<file path="src/rtl/lvl_intc.sv">
module lvl_intc #(
  parameter int NLINES = 32,
  parameter logic [NLINES-1:0] VALID = '1,
  parameter int SYNC_STAGES = 2,
  parameter int AW = 6
) (
  input  logic              clk,
  input  logic              rst_n,
  input  logic [NLINES-1:0] req_in,
  input  logic [AW-1:0]     addr,
  input  logic              wr_en,
  input  logic [NLINES-1:0] wdata,
  input  logic              rd_en,
  output logic [NLINES-1:0] rdata,
  output logic              irq_out,
  output logic              fiq_out
);

  localparam logic [AW-1:0] A_IRQ_STAT = AW'('h00);
  localparam logic [AW-1:0] A_IRQ_RAW  = AW'('h04);
  localparam logic [AW-1:0] A_IRQ_SET  = AW'('h08);
  localparam logic [AW-1:0] A_IRQ_CLR  = AW'('h0C);
  localparam logic [AW-1:0] A_SW_SET   = AW'('h10);
  localparam logic [AW-1:0] A_SW_CLR   = AW'('h14);
  localparam logic [AW-1:0] A_FIQ_STAT = AW'('h20);
  localparam logic [AW-1:0] A_FIQ_RAW  = AW'('h24);
  localparam logic [AW-1:0] A_FIQ_SET  = AW'('h28);
  localparam logic [AW-1:0] A_FIQ_CLR  = AW'('h2C);

  logic [SYNC_STAGES-1:0][NLINES-1:0] sync_q;
  logic [NLINES-1:0] irq_en, fiq_en, soft_q;
  logic [NLINES-1:0] ext, raw, irq_stat, fiq_stat, rd_mux;

  always_ff @(posedge clk) begin
    if (!rst_n) sync_q <= '0;
    else        sync_q <= {sync_q[SYNC_STAGES-2:0], req_in};
  end

  assign ext      = sync_q[SYNC_STAGES-1] & VALID;
  assign raw      = ext | soft_q;
  assign irq_stat = raw & irq_en;
  assign fiq_stat = raw & fiq_en;
  assign irq_out  = |irq_stat;
  assign fiq_out  = |fiq_stat;

  always_ff @(posedge clk) begin
    if (!rst_n) begin
      irq_en <= '0;
      fiq_en <= '0;
      soft_q <= '0;
    end else if (wr_en) begin
      case (addr)
        A_IRQ_SET: irq_en <= irq_en | (wdata & VALID);
        A_IRQ_CLR: irq_en <= irq_en & ~wdata;
        A_SW_SET:  soft_q <= soft_q | (wdata & VALID);
        A_SW_CLR:  soft_q <= soft_q & ~wdata;
        A_FIQ_SET: fiq_en <= fiq_en | (wdata & VALID);
        A_FIQ_CLR: fiq_en <= fiq_en & ~wdata;
        default: ;
      endcase
    end
  end

  always_comb begin
    case (addr)
      A_IRQ_STAT:           rd_mux = irq_stat;
      A_IRQ_RAW, A_FIQ_RAW: rd_mux = raw;
      A_IRQ_SET, A_IRQ_CLR: rd_mux = irq_en;
      A_SW_SET, A_SW_CLR:   rd_mux = soft_q;
      A_FIQ_STAT:           rd_mux = fiq_stat;
      A_FIQ_SET, A_FIQ_CLR: rd_mux = fiq_en;
      default:              rd_mux = '0;
    endcase
  end

  always_ff @(posedge clk) begin
    if (!rst_n)     rdata <= '0;
    else if (rd_en) rdata <= rd_mux;
  end

  // assertion support: edges seen since reset, saturating
  logic [1:0] age;
  always_ff @(posedge clk) begin
    if (!rst_n)         age <= '0;
    else if (age != 2'd2) age <= age + 2'd1;
  end

  p_set_r2: assert property (@(posedge clk) disable iff (!rst_n)
    (wr_en && addr == A_IRQ_SET) |=> ((irq_en & $past(wdata) & VALID) == ($past(wdata) & VALID)));
  p_clr_r2: assert property (@(posedge clk) disable iff (!rst_n)
    (wr_en && addr == A_IRQ_CLR) |=> ((irq_en & $past(wdata)) == '0));
  p_soft_clr_r3: assert property (@(posedge clk) disable iff (!rst_n)
    (wr_en && addr == A_SW_CLR) |=> ((soft_q & $past(wdata)) == '0));
  p_stat_rd_r5: assert property (@(posedge clk) disable iff (!rst_n)
    (rd_en && addr == A_IRQ_STAT && irq_out) |=> (rdata != '0));
  p_fiq_indep_r6: assert property (@(posedge clk) disable iff (!rst_n)
    (wr_en && (addr == A_FIQ_SET || addr == A_FIQ_CLR)) |=> $stable(irq_en));
  p_unwired_r8: assert property (@(posedge clk) disable iff (!rst_n)
    ((irq_en | fiq_en | soft_q | raw) & ~VALID) == '0);
  p_unmapped_r10: assert property (@(posedge clk) disable iff (!rst_n)
    (rd_en && addr == AW'('h18)) |=> (rdata == '0));

  generate
    if (SYNC_STAGES == 2) begin : g_sync_chk
      p_sync_r9: assert property (@(posedge clk) disable iff (!rst_n)
        (age == 2'd2) |-> (ext == ($past(req_in, 2) & VALID)));
    end
  endgenerate

endmodule

</file>
<file path="config.mk">
export PLATFORM = sky130hd
export DESIGN_NAME = lvl_intc
export DESIGN_NICKNAME = d
export VERILOG_FILES = /design/src/rtl/lvl_intc.sv
export SDC_FILE = /design/constraint.sdc
export NUM_CORES = 1
export LEC_CHECK = 0
export ABC_AREA = 1
export ABC_CLOCK_PERIOD_IN_PS = 1600
export BUFFER_PORTS_ARGS = -buffer_cell sky130_fd_sc_hd__clkbuf_2
export CELL_PAD_IN_SITES_DETAIL_PLACEMENT = 0
export CELL_PAD_IN_SITES_GLOBAL_PLACEMENT = 2
export CORE_MARGIN = 3
export CORE_UTILIZATION = 32
export CTS_CLUSTER_DIAMETER = 40
export CTS_CLUSTER_SIZE = 28
export DETAILED_ROUTE_END_ITERATION = 8
export HOLD_SLACK_MARGIN = 0.05
export PLACE_DENSITY_LB_ADDON = 0.1
export SLEW_MARGIN = 0
export SYNTH_ARGS = -nofsm -noshare
export SYNTH_HDL_FRONTEND = slang
export SYNTH_SLANG_ARGS = --single-unit
export TNS_END_PERCENT = 100
</file>
<file path="constraint.sdc">
create_clock -name clk -period 1.6 [get_ports clk]
set_clock_uncertainty 0.2 [all_clocks]
set_input_delay 0.24 -clock clk [delete_from_list [all_inputs] [get_ports clk]]
set_output_delay 0.24 -clock clk [all_outputs]
set_load 0.02 [all_outputs]
</file>
==> results of run 1 <==
## how the worst max path moves through the flow
stage / from / end / depth (start not counted) / slack (ns)
global placement: flip-flop / irq_out / 8 / -0.38
CTS: ext[7] / fiq_out / 8 / -0.58
floorplan: flip-flop / irq_out / 7 / 0.09
global route: ext[14] / fiq_out / 8 / -0.63
detailed placement: flip-flop / irq_out / 8 / -0.39
finish: ext[14] / fiq_out / 8 / -0.55
## worst register-to-register path, stage by stage, from the launching register on
cell	delay, ns
dfxtp_2	0.32
buf_4	0.12
buf_4	0.12
nand4_1	0.08
nand2_1	0.05
nor2_1	0.09
a21oi_1	0.07
## cells by family (layout without fill, tap and decap cells)
family | count (synthesis) | count (layout) | synth area share [%]
AO/OA/AOI/OAI | 170 | 170 | 9.53
flip-flops | 192 | 192 | 40.6
AND/OR/NAND/NOR | 809 | 809 | 39.2
buffers and inverters | 235 | 466 | 10.7
## final cells by class
class | count | area [um2]
tap | 384 | 480
sequential | 192 | 3850
timing repair buffer | 319 | 2620
clock inverter | 11 | 105
multi-input combinational | 979 | 4800
fill | 3074 | 16200
clock buffer | 20 | 467
inverter | 116 | 435
## report_power, final
| group | internal, mW | switching, mW | total (mW) |
|---|---|---|---|
| sequential | 4.91 | 0.0566 | 4.96 |
| clock | 2.28 | 2.00 | 4.28 |
| combinational | 0.531 | 0.852 | 1.38 |
## routing by layer
layer	wire length, um	GRT usage (%)	share of wire, %
met5	0	0	0
met4	297	4.74	0.90
met3	1330	2.79	4.0
met2	15600	35.6	47
met1	15800	28.4	48
## stage by stage
stage / utilization, % / instance area (um2) / setup TNS, ns / hold slack (ns)
after floorplan: - / 9480 / 0 / 0.138
after global placement: 39.2 / 11300 / -9.34 / 0.193
after detailed placement: 39.2 / 11300 / -9.68 / 0.196
after CTS: 43.9 / 12700 / -1.16 / 0.159
after global routing: 44.1 / 12800 / -1.25 / 0.180
final: 44.1 / 12800 / -1.09 / 0.185
## layout by cell type, fill, tap and decap left out, drive strengths merged
| master | n |
|---|---|
| o22ai | 10 |
| clkbuf | 123 |
| nor2 | 171 |
| or2 | 13 |
| nand3 | 98 |
| nand2 | 331 |
| nor3 | 2 |
| a31oi | 32 |
| a21oi | 96 |
| dlygate4sd3 | 66 |
| clkinvlp | 4 |
| inv | 119 |
| clkinv | 3 |
| and3 | 1 |
| buf | 150 |
| dfxtp | 192 |
| o21ai | 32 |
| nand4 | 193 |
| bufinv | 1 |
## timing repair
action / CTS / global route
resized for setup: 51 / 17
pin swaps: 30 / 7
hold buffers: 66 / 0
endpoints found under the hold margin: 131 / 0
endpoints found under the setup margin: 2 / 2
setup buffers: 1 / 0
==> impl_metrics.json, run 1 <==
{
  "status": "complete, but fails checks",
  "violations": "negative setup slack",
  "r2r-end": "rdata[12]",
  "worst_path_max_delay_cell": "dfxtp_1",
  "synthArstFlopShare_pct": 0,
  "period_share_pct": 134,
  "power.total_mw": 10.6,
  "nets": 1699,
  "synth_top_cell_by_area": "dfxtp_1",
  "stdcell_count": 2021,
  "ant_nets": 0,
  "powerDensity_nw_per_um2": 833,
  "initial_core_util_pct": 32.8,
  "synthTopCellsByCount": "nand2_1, nand4_1, dfxtp_1",
  "dp.cells": 1923,
  "timing.fmax_ghz": 0.466,
  "yosys-top-cells-area": "dfxtp_1, nand2_1, nand4_1",
  "drv_slew": 0,
  "grt_pass1_vias": 9622,
  "cp-end-kind": "primary output",
  "cts_max_level": 4,
  "antenna_found_initial": 0,
  "path_common_cell": "nand2_2",
  "wire_per_inst_um": 16.4,
  "tritoncts": "done",
  "clkTransAtPathRegs_ns": 0.08,
  "drtIter0Drc": 616,
  "die_h_um": 178,
  "cp.required_ns": 1.16,
  "vias_per_cell": 5.05,
  "final-setup-viol-count": 2,
  "netlist_instances": 1406,
  "cpPeakStageDelay_ns": 0.30,
  "clock_latency_ns": 0.44,
  "syn-num-nets": 1480,
  "finalHoldViolations": 0,
  "place_ws_ns": -0.392,
  "drc": 0,
  "rsz0062_at_grt": "true",
  "period_minus_slack_ns": 2.15,
  "drv_cap": 0,
  "clock_tree.root_cell": "clkbuf_16",
  "core-area_um2": 28900,
  "clock_sinks": 192,
  "n_antenna_cell": 0,
  "slew_headroom_pct": 71.5,
  "crit_fanout": 3,
  "overflow": 0,
  "setup_ws_ns": -0.546,
  "r2r_slack_ns": 0.44,
  "boundaryPins": 108,
  "worstHoldPathType": "input pin to flip-flop",
  "portBuffers": 107,
  "place_congestion": 0.763,
  "num_vias": 10200,
  "cp.arrival_ns": 1.71,
  "netlist_area_um2": 9480,
  "grt_pass1_wl_um": 52700,
  "min_to": "rdata[20]",
  "cp_num_buf_inv": 1,
  "synth-seq-cells": 192,
  "worstHoldStart": "rd_en",
  "synth_top_area_share_pct": 40.6,
  "synth_cell_types": 22,
  "die_area_um2": 31700,
  "synth_area_per_cell_um2": 6.74,
  "path_class": "flip-flop to primary output",
  "grt_max_degree": 79,
  "grt_use_total_pct": 21.0,
  "syn_to_final_growth_pct": 34.6,
  "drive_gt1_share_pct": 21.7,
  "dr.pass1.iters": 5,
  "synth_edf_count": 0,
  "crit_chain": "or2_4 > nand2_2 > nand2_2 > nor2_4 > nand2_2 > nor2_4 > nand2_2 > buf_8",
  "num_rows": 62,
  "drt-total-wl_um": 33100,
  "worst_pin_slew_ns": 0.427,
  "yosys_most_used_dff": "dfxtp_1",
  "yosysWarnings": 0,
  "hpwl_um": 21300,
  "leakage_nw": 6.05,
  "die_x_um": 178,
  "hold_depth": 4,
  "cts.path.max_buffers": 2,
  "cts_buffers": 17,
  "yosysMostFrequentCell": "nand2_1",
  "ir_worst_vdd_v": 0.000752,
  "ys_seq_area_share_pct": 40.6,
  "critPathTopFamily": "simple AND/OR/NAND/NOR gates",
  "r2r_cells": 6,
  "start_kind": "flip-flop"
}
Power figures use the tool's default switching activity.
==> run 2: changes to the inputs <==
--- a/config.mk
+++ b/config.mk
@@ -6,7 +6,7 @@
 export NUM_CORES = 1
 export LEC_CHECK = 0
 export ABC_AREA = 1
-export ABC_CLOCK_PERIOD_IN_PS = 1600
+export ABC_CLOCK_PERIOD_IN_PS = 2000
 export BUFFER_PORTS_ARGS = -buffer_cell sky130_fd_sc_hd__clkbuf_2
 export CELL_PAD_IN_SITES_DETAIL_PLACEMENT = 0
 export CELL_PAD_IN_SITES_GLOBAL_PLACEMENT = 2
==> constraint.sdc (replaced) <==
create_clock -name clk -period 2 [get_ports clk]
set_clock_uncertainty 0.2 [all_clocks]
set_input_delay 0.3 -clock clk [delete_from_list [all_inputs] [get_ports clk]]
set_output_delay 0.3 -clock clk [all_outputs]
set_load 0.02 [all_outputs]
==> run 2 against run 1 <==
Compared with the run above: the run still ends with negative setup slack left; clock power shrank 18%; first-iteration DRC count shrank 5.8%; sequential cell count is the same; via count shrank 2.7%; critical endpoint unchanged; critical path depth is the same; register-to-register slack gained 0.42 ns; count of clock-buffer cells in the layout shrank 1; global-route usage shrank 0.40 points.
==> impl_metrics.json, run 2 (synthesis results as in run 1) <==
{
  "status": "complete, but fails checks",
  "violations": "negative setup slack",
  "drv_cap": 0,
  "vias_per_cell": 5.13,
  "drive_gt1_share_pct": 18.1,
  "path_common_cell": "nand2_2",
  "core-area_um2": 28900,
  "period_share_pct": 110,
  "path_class": "flip-flop to primary output",
  "cts_max_level": 4,
  "slew_headroom_pct": 56.5,
  "boundaryPins": 108,
  "hpwl_um": 19600,
  "ant_nets": 0,
  "nets": 1610,
  "antenna_found_initial": 0,
  "tns_ns": -0.407,
  "worst_pin_slew_ns": 0.653,
  "start_kind": "flip-flop",
  "clkTransAtPathRegs_ns": 0.08,
  "num_rows": 62,
  "fillers": 3086,
  "ir_worst_vdd_v": 0.000490,
  "rsz0062_at_grt": "true",
  "mostFrequentLayoutCells": "nand2_1, nand4_1, dfxtp_1, nor2_1, inv_1",
  "clock_tree.root_cell": "clkbuf_16",
  "setup_ws_ns": -0.205,
  "cpPeakStageDelay_ns": 0.32,
  "crit_chain": "or2_4 > nand2_2 > nand2_2 > nor2_4 > nand2_2 > nor2_4 > nand2_2 > buf_8",
  "initial_core_util_pct": 32.8,
  "drc": 0,
  "final_area_um2": 12100,
  "wire_per_inst_um": 16.7,
  "clock_latency_ns": 0.44,
  "grt_pass1_vias": 9257,
  "grt_max_degree": 71,
  "worstHoldPathType": "input pin to flip-flop",
  "grt_use_total_pct": 20.6,
  "die_area_um2": 31700,
  "period_minus_slack_ns": 2.21,
  "placed_cell_area_um2": 10500,
  "portBuffers": 107,
  "die_x_um": 178,
  "cts.path.max_buffers": 2,
  "worst_path_max_delay_cell": "dfxtp_2",
  "overflow": 0,
  "drt-total-wl_um": 32300,
  "place_congestion": 0.781,
  "syn_to_final_growth_pct": 27.1,
  "drv_slew": 0,
  "drtIter0Drc": 580,
  "n_antenna_cell": 0,
  "timing.fmax_ghz": 0.453,
  "layout_commonest_cell": "nand2_1",
  "cp.arrival_ns": 1.71,
  "leakage_nw": 5.57,
  "powerDensity_nw_per_um2": 707,
  "cts_buffers": 17,
  "dr.pass1.iters": 5,
  "clock_sinks": 192,
  "finalHoldViolations": 0,
  "num_vias": 9922,
  "final-setup-viol-count": 2,
  "cp-end-kind": "primary output",
  "tritoncts": "done",
  "cp.required_ns": 1.50,
  "grt_pass1_wl_um": 51800,
  "crit_fanout": 3,
  "die_h_um": 178
}
[run 2: worst paths after layout]
check / from / end / slack, ns / cells after the start
setup / recovery: flip-flop / fiq_out / -0.21 / 8
hold reg to reg: sync_q[22] / ext[22] / 0.21 / 2
setup reg to reg: flip-flop / rdata[14] / 0.86 / 4
hold / removal: wdata[2] / flip-flop / 0.07 / 3
[run 2: report_power, final]
group / switching [mW] / leakage, nW / internal, mW
Sequential: 0.0501 / 1.57 / 3.93
Combinational: 0.664 / 3.72 / 0.373
Clock: 1.64 / 0.270 / 1.87
[run 2: final cells by class]
cell class | count | area, um2 | share of cell area [%]
Inverter | 116 | 435 | 3.61
Clock buffer | 19 | 433 | 3.59
Multi-Input combinational cell | 979 | 4830 | 40.1
Tap cell | 384 | 480 | 3.99
Timing Repair Buffer | 230 | 1860 | 15.4
Clock inverter | 13 | 151 | 1.26
Sequential cell | 192 | 3860 | 32.0
[run 2: through the flow]
step | worst slack [ns] | std cells | hold slack, ns | power, mW | utilization (%)
final | -0.205 | 1933 | 0.0677 | 8.52 | 41.6
after global placement | -0.0484 | 1826 | 0.195 | 4.99 | 36.4
after CTS | -0.263 | 1927 | 0.0509 | 8.66 | 41.1
after floorplan | 0.429 | 1406 | 0.186 | 4.57 | -
after detailed placement | -0.0445 | 1826 | 0.197 | 4.99 | 36.4
after global routing | -0.280 | 1933 | 0.0867 | 8.90 | 41.6
[run 2: per-layer routing]
| metal | track usage [%] | wire length, um | vias to the layer above |
|---|---|---|---|
| met1 | 28.7 | 15500 | 4679 |
| met5 | 0 | 0 | - |
| met2 | 34.0 | 15000 | 226 |
| met4 | 4.94 | 414 | 0 |
| li1 | - | - | 4993 |
| met3 | 2.45 | 1280 | 24 |
[run 2: critical path: cells and delay by family, from the launching register on]
family | cells | cell delay [ns]
simple gates | 7 | 0.82
flops | 1 | 0.32
buf+inv | 1 | 0.13
[run 2: repair_timing]
item / in CTS / in global routing
hold endpoints to repair: 127 / 0
gates resized for setup: 45 / 37
buffers inserted: 5 / 6
pin swaps: 22 / 24
endpoints found under the setup margin: 2 / 2
hold buffers: 64 / 0
==> run 3: changes to the inputs <==
--- a/config.mk
+++ b/config.mk
@@ -16,7 +16,7 @@
 export CTS_CLUSTER_SIZE = 28
 export DETAILED_ROUTE_END_ITERATION = 8
 export HOLD_SLACK_MARGIN = 0.05
-export PLACE_DENSITY_LB_ADDON = 0.1
+export PLACE_DENSITY = 0.81
 export SLEW_MARGIN = 0
 export SYNTH_ARGS = -nofsm -noshare
 export SYNTH_HDL_FRONTEND = slang
==> run 3 against run 2 <==
Compared with the run above: the run still ends with negative setup slack left; utilization fell by 0.36 points; critical path depth unchanged; largest cell class unchanged; combinational power is essentially flat; critical endpoint unchanged.
==> impl_metrics.json, run 3 (synthesis results as in run 1) <==
{
  "status": "complete, but fails checks",
  "violations": "negative setup slack",
  "die_h_um": 178,
  "grt_use_total_pct": 19.4,
  "setup_ws_ns": -0.197,
  "fillers": 3095,
  "antenna_found_initial": 0,
  "drv_slew": 0,
  "path_class": "flip-flop to primary output",
  "boundaryPins": 108,
  "worst_pin_slew_ns": 0.528,
  "drc": 0,
  "clock_latency_ns": 0.44,
  "die_area_um2": 31700,
  "initial_core_util_pct": 32.8,
  "core-area_um2": 28900,
  "timing.fmax_ghz": 0.455,
  "tritoncts": "done",
  "cts.path.max_buffers": 2,
  "finalHoldViolations": 0,
  "drv_cap": 0,
  "layout_commonest_cell": "nand2_1",
  "num_vias": 9846,
  "num_rows": 62,
  "die_x_um": 178,
  "ir_worst_vdd_v": 0.000549,
  "portBuffers": 107,
  "period_share_pct": 110,
  "drtIter0Drc": 650,
  "grt_pass1_vias": 9204,
  "tns_ns": -0.389,
  "wire_per_inst_um": 15.7,
  "period_minus_slack_ns": 2.20,
  "drive_gt1_share_pct": 17.4,
  "clkTransAtPathRegs_ns": 0.08,
  "grt_max_degree": 65,
  "final-setup-viol-count": 2,
  "leakage_nw": 5.53,
  "cp.arrival_ns": 1.70,
  "grt_pass1_wl_um": 49300,
  "nets": 1607,
  "syn_to_final_growth_pct": 26.0,
  "cp.required_ns": 1.50,
  "mostFrequentLayoutCells": "nand2_1, nand4_1, dfxtp_1, nor2_1, inv_1",
  "hpwl_um": 19000,
  "ant_nets": 0,
  "cp-end-kind": "primary output",
  "overflow": 0,
  "cts_buffers": 17,
  "start_kind": "flip-flop",
  "clock_sinks": 192,
  "crit_fanout": 3,
  "vias_per_cell": 5.10,
  "drt-total-wl_um": 30300,
  "r2r_slack_ns": 0.92,
  "place_congestion": 0.775,
  "cts_max_level": 4,
  "powerDensity_nw_per_um2": 712,
  "dr.pass1.iters": 5,
  "worstHoldPathType": "input pin to flip-flop",
  "holdWs_ns": 0.138,
  "n_antenna_cell": 0,
  "slew_headroom_pct": 64.8,
  "clock_tree.root_cell": "clkbuf_16",
  "rsz0062_at_grt": "true"
}
run 3: changes by cell type in the layout (fill, tap and decap cells not counted), moves of 4 or more:
| cell | previous run | this run |
|---|---|---|
| nand2_1 | 307 | 314 |
| nand2_2 | 24 | 17 |
| buf_12 | 17 | 12 |
| nor2_4 | 14 | 9 |
| clkinvlp_4 | 5 | 1 |
| dlygate4sd3_1 | 64 | 68 |
| inv_8 | 2 | 6 |
| nor2_2 | 14 | 18 |
run 3: layout make-up:
class	instances	area [um2]	share of cell area, %
inverters	116	435	3.64
clock inverters	15	170	1.42
repair buffers	227	1780	14.9
flip-flops and latches	192	3860	32.3
multi-input cells	979	4790	40.1
clock buffers	17	425	3.56
well taps	384	480	4.02
run 3: through the flow:
step	setup slack (ns)	instance area (um2)	std cells	utilization, %	power (mW)
2_1_floorplan	0.429	9480	1406	-	4.57
3_3_place_gp	0.0298	10400	1823	36.1	4.95
3_5_place_dp	0.0262	10400	1823	36.1	4.95
4_1_cts	-0.264	11900	1930	41.1	8.61
5_1_grt	-0.292	11900	1930	41.3	8.88
6_report	-0.197	11900	1930	41.3	8.51
run 3: timing repair:
item / in CTS / in global routing
resized for setup: 49 / 23
hold buffers: 68 / 0
hold endpoints to repair: 133 / 0
setup endpoints to repair: 2 / 2
pin swaps: 34 / 17
setup buffers: 7 / 0
run 3: final timing paths:
| path | from | endpoint | depth (start not counted) |
|---|---|---|---|
| worst max-delay path | flip-flop | fiq_out | 8 |
| worst min-delay path | addr[2] | flip-flop | 4 |
| worst max register to register | flip-flop | rdata[14] | 4 |
| worst min register to register | sync_q[25] | ext[25] | 2 |
run 3: metal layers:
layer	vias to the layer above	global-route usage, %	share of wire, %
li1	4993	-	-
met1	4645	25.7	47
met2	180	32.9	48
met3	28	3.19	3.6
met4	0	4.58	1.3
met5	-	0	0
run 3: worst max-delay path: stages, from the launching register on:
cell and delay [ns]:
dfxtp_2 0.33, or2_4 0.26, nand2_2 0.06, nand2_2 0.05, nor2_2 0.12, nand2_2 0.09, nor2_4 0.14, nand2_2 0.09
buf_8 0.14
run 3: power breakdown:
group	internal, mW	total [mW]	switching, mW
Combinational	0.364	1.01	0.645
Clock	1.79	3.52	1.72
Sequential	3.93	3.98	0.0513
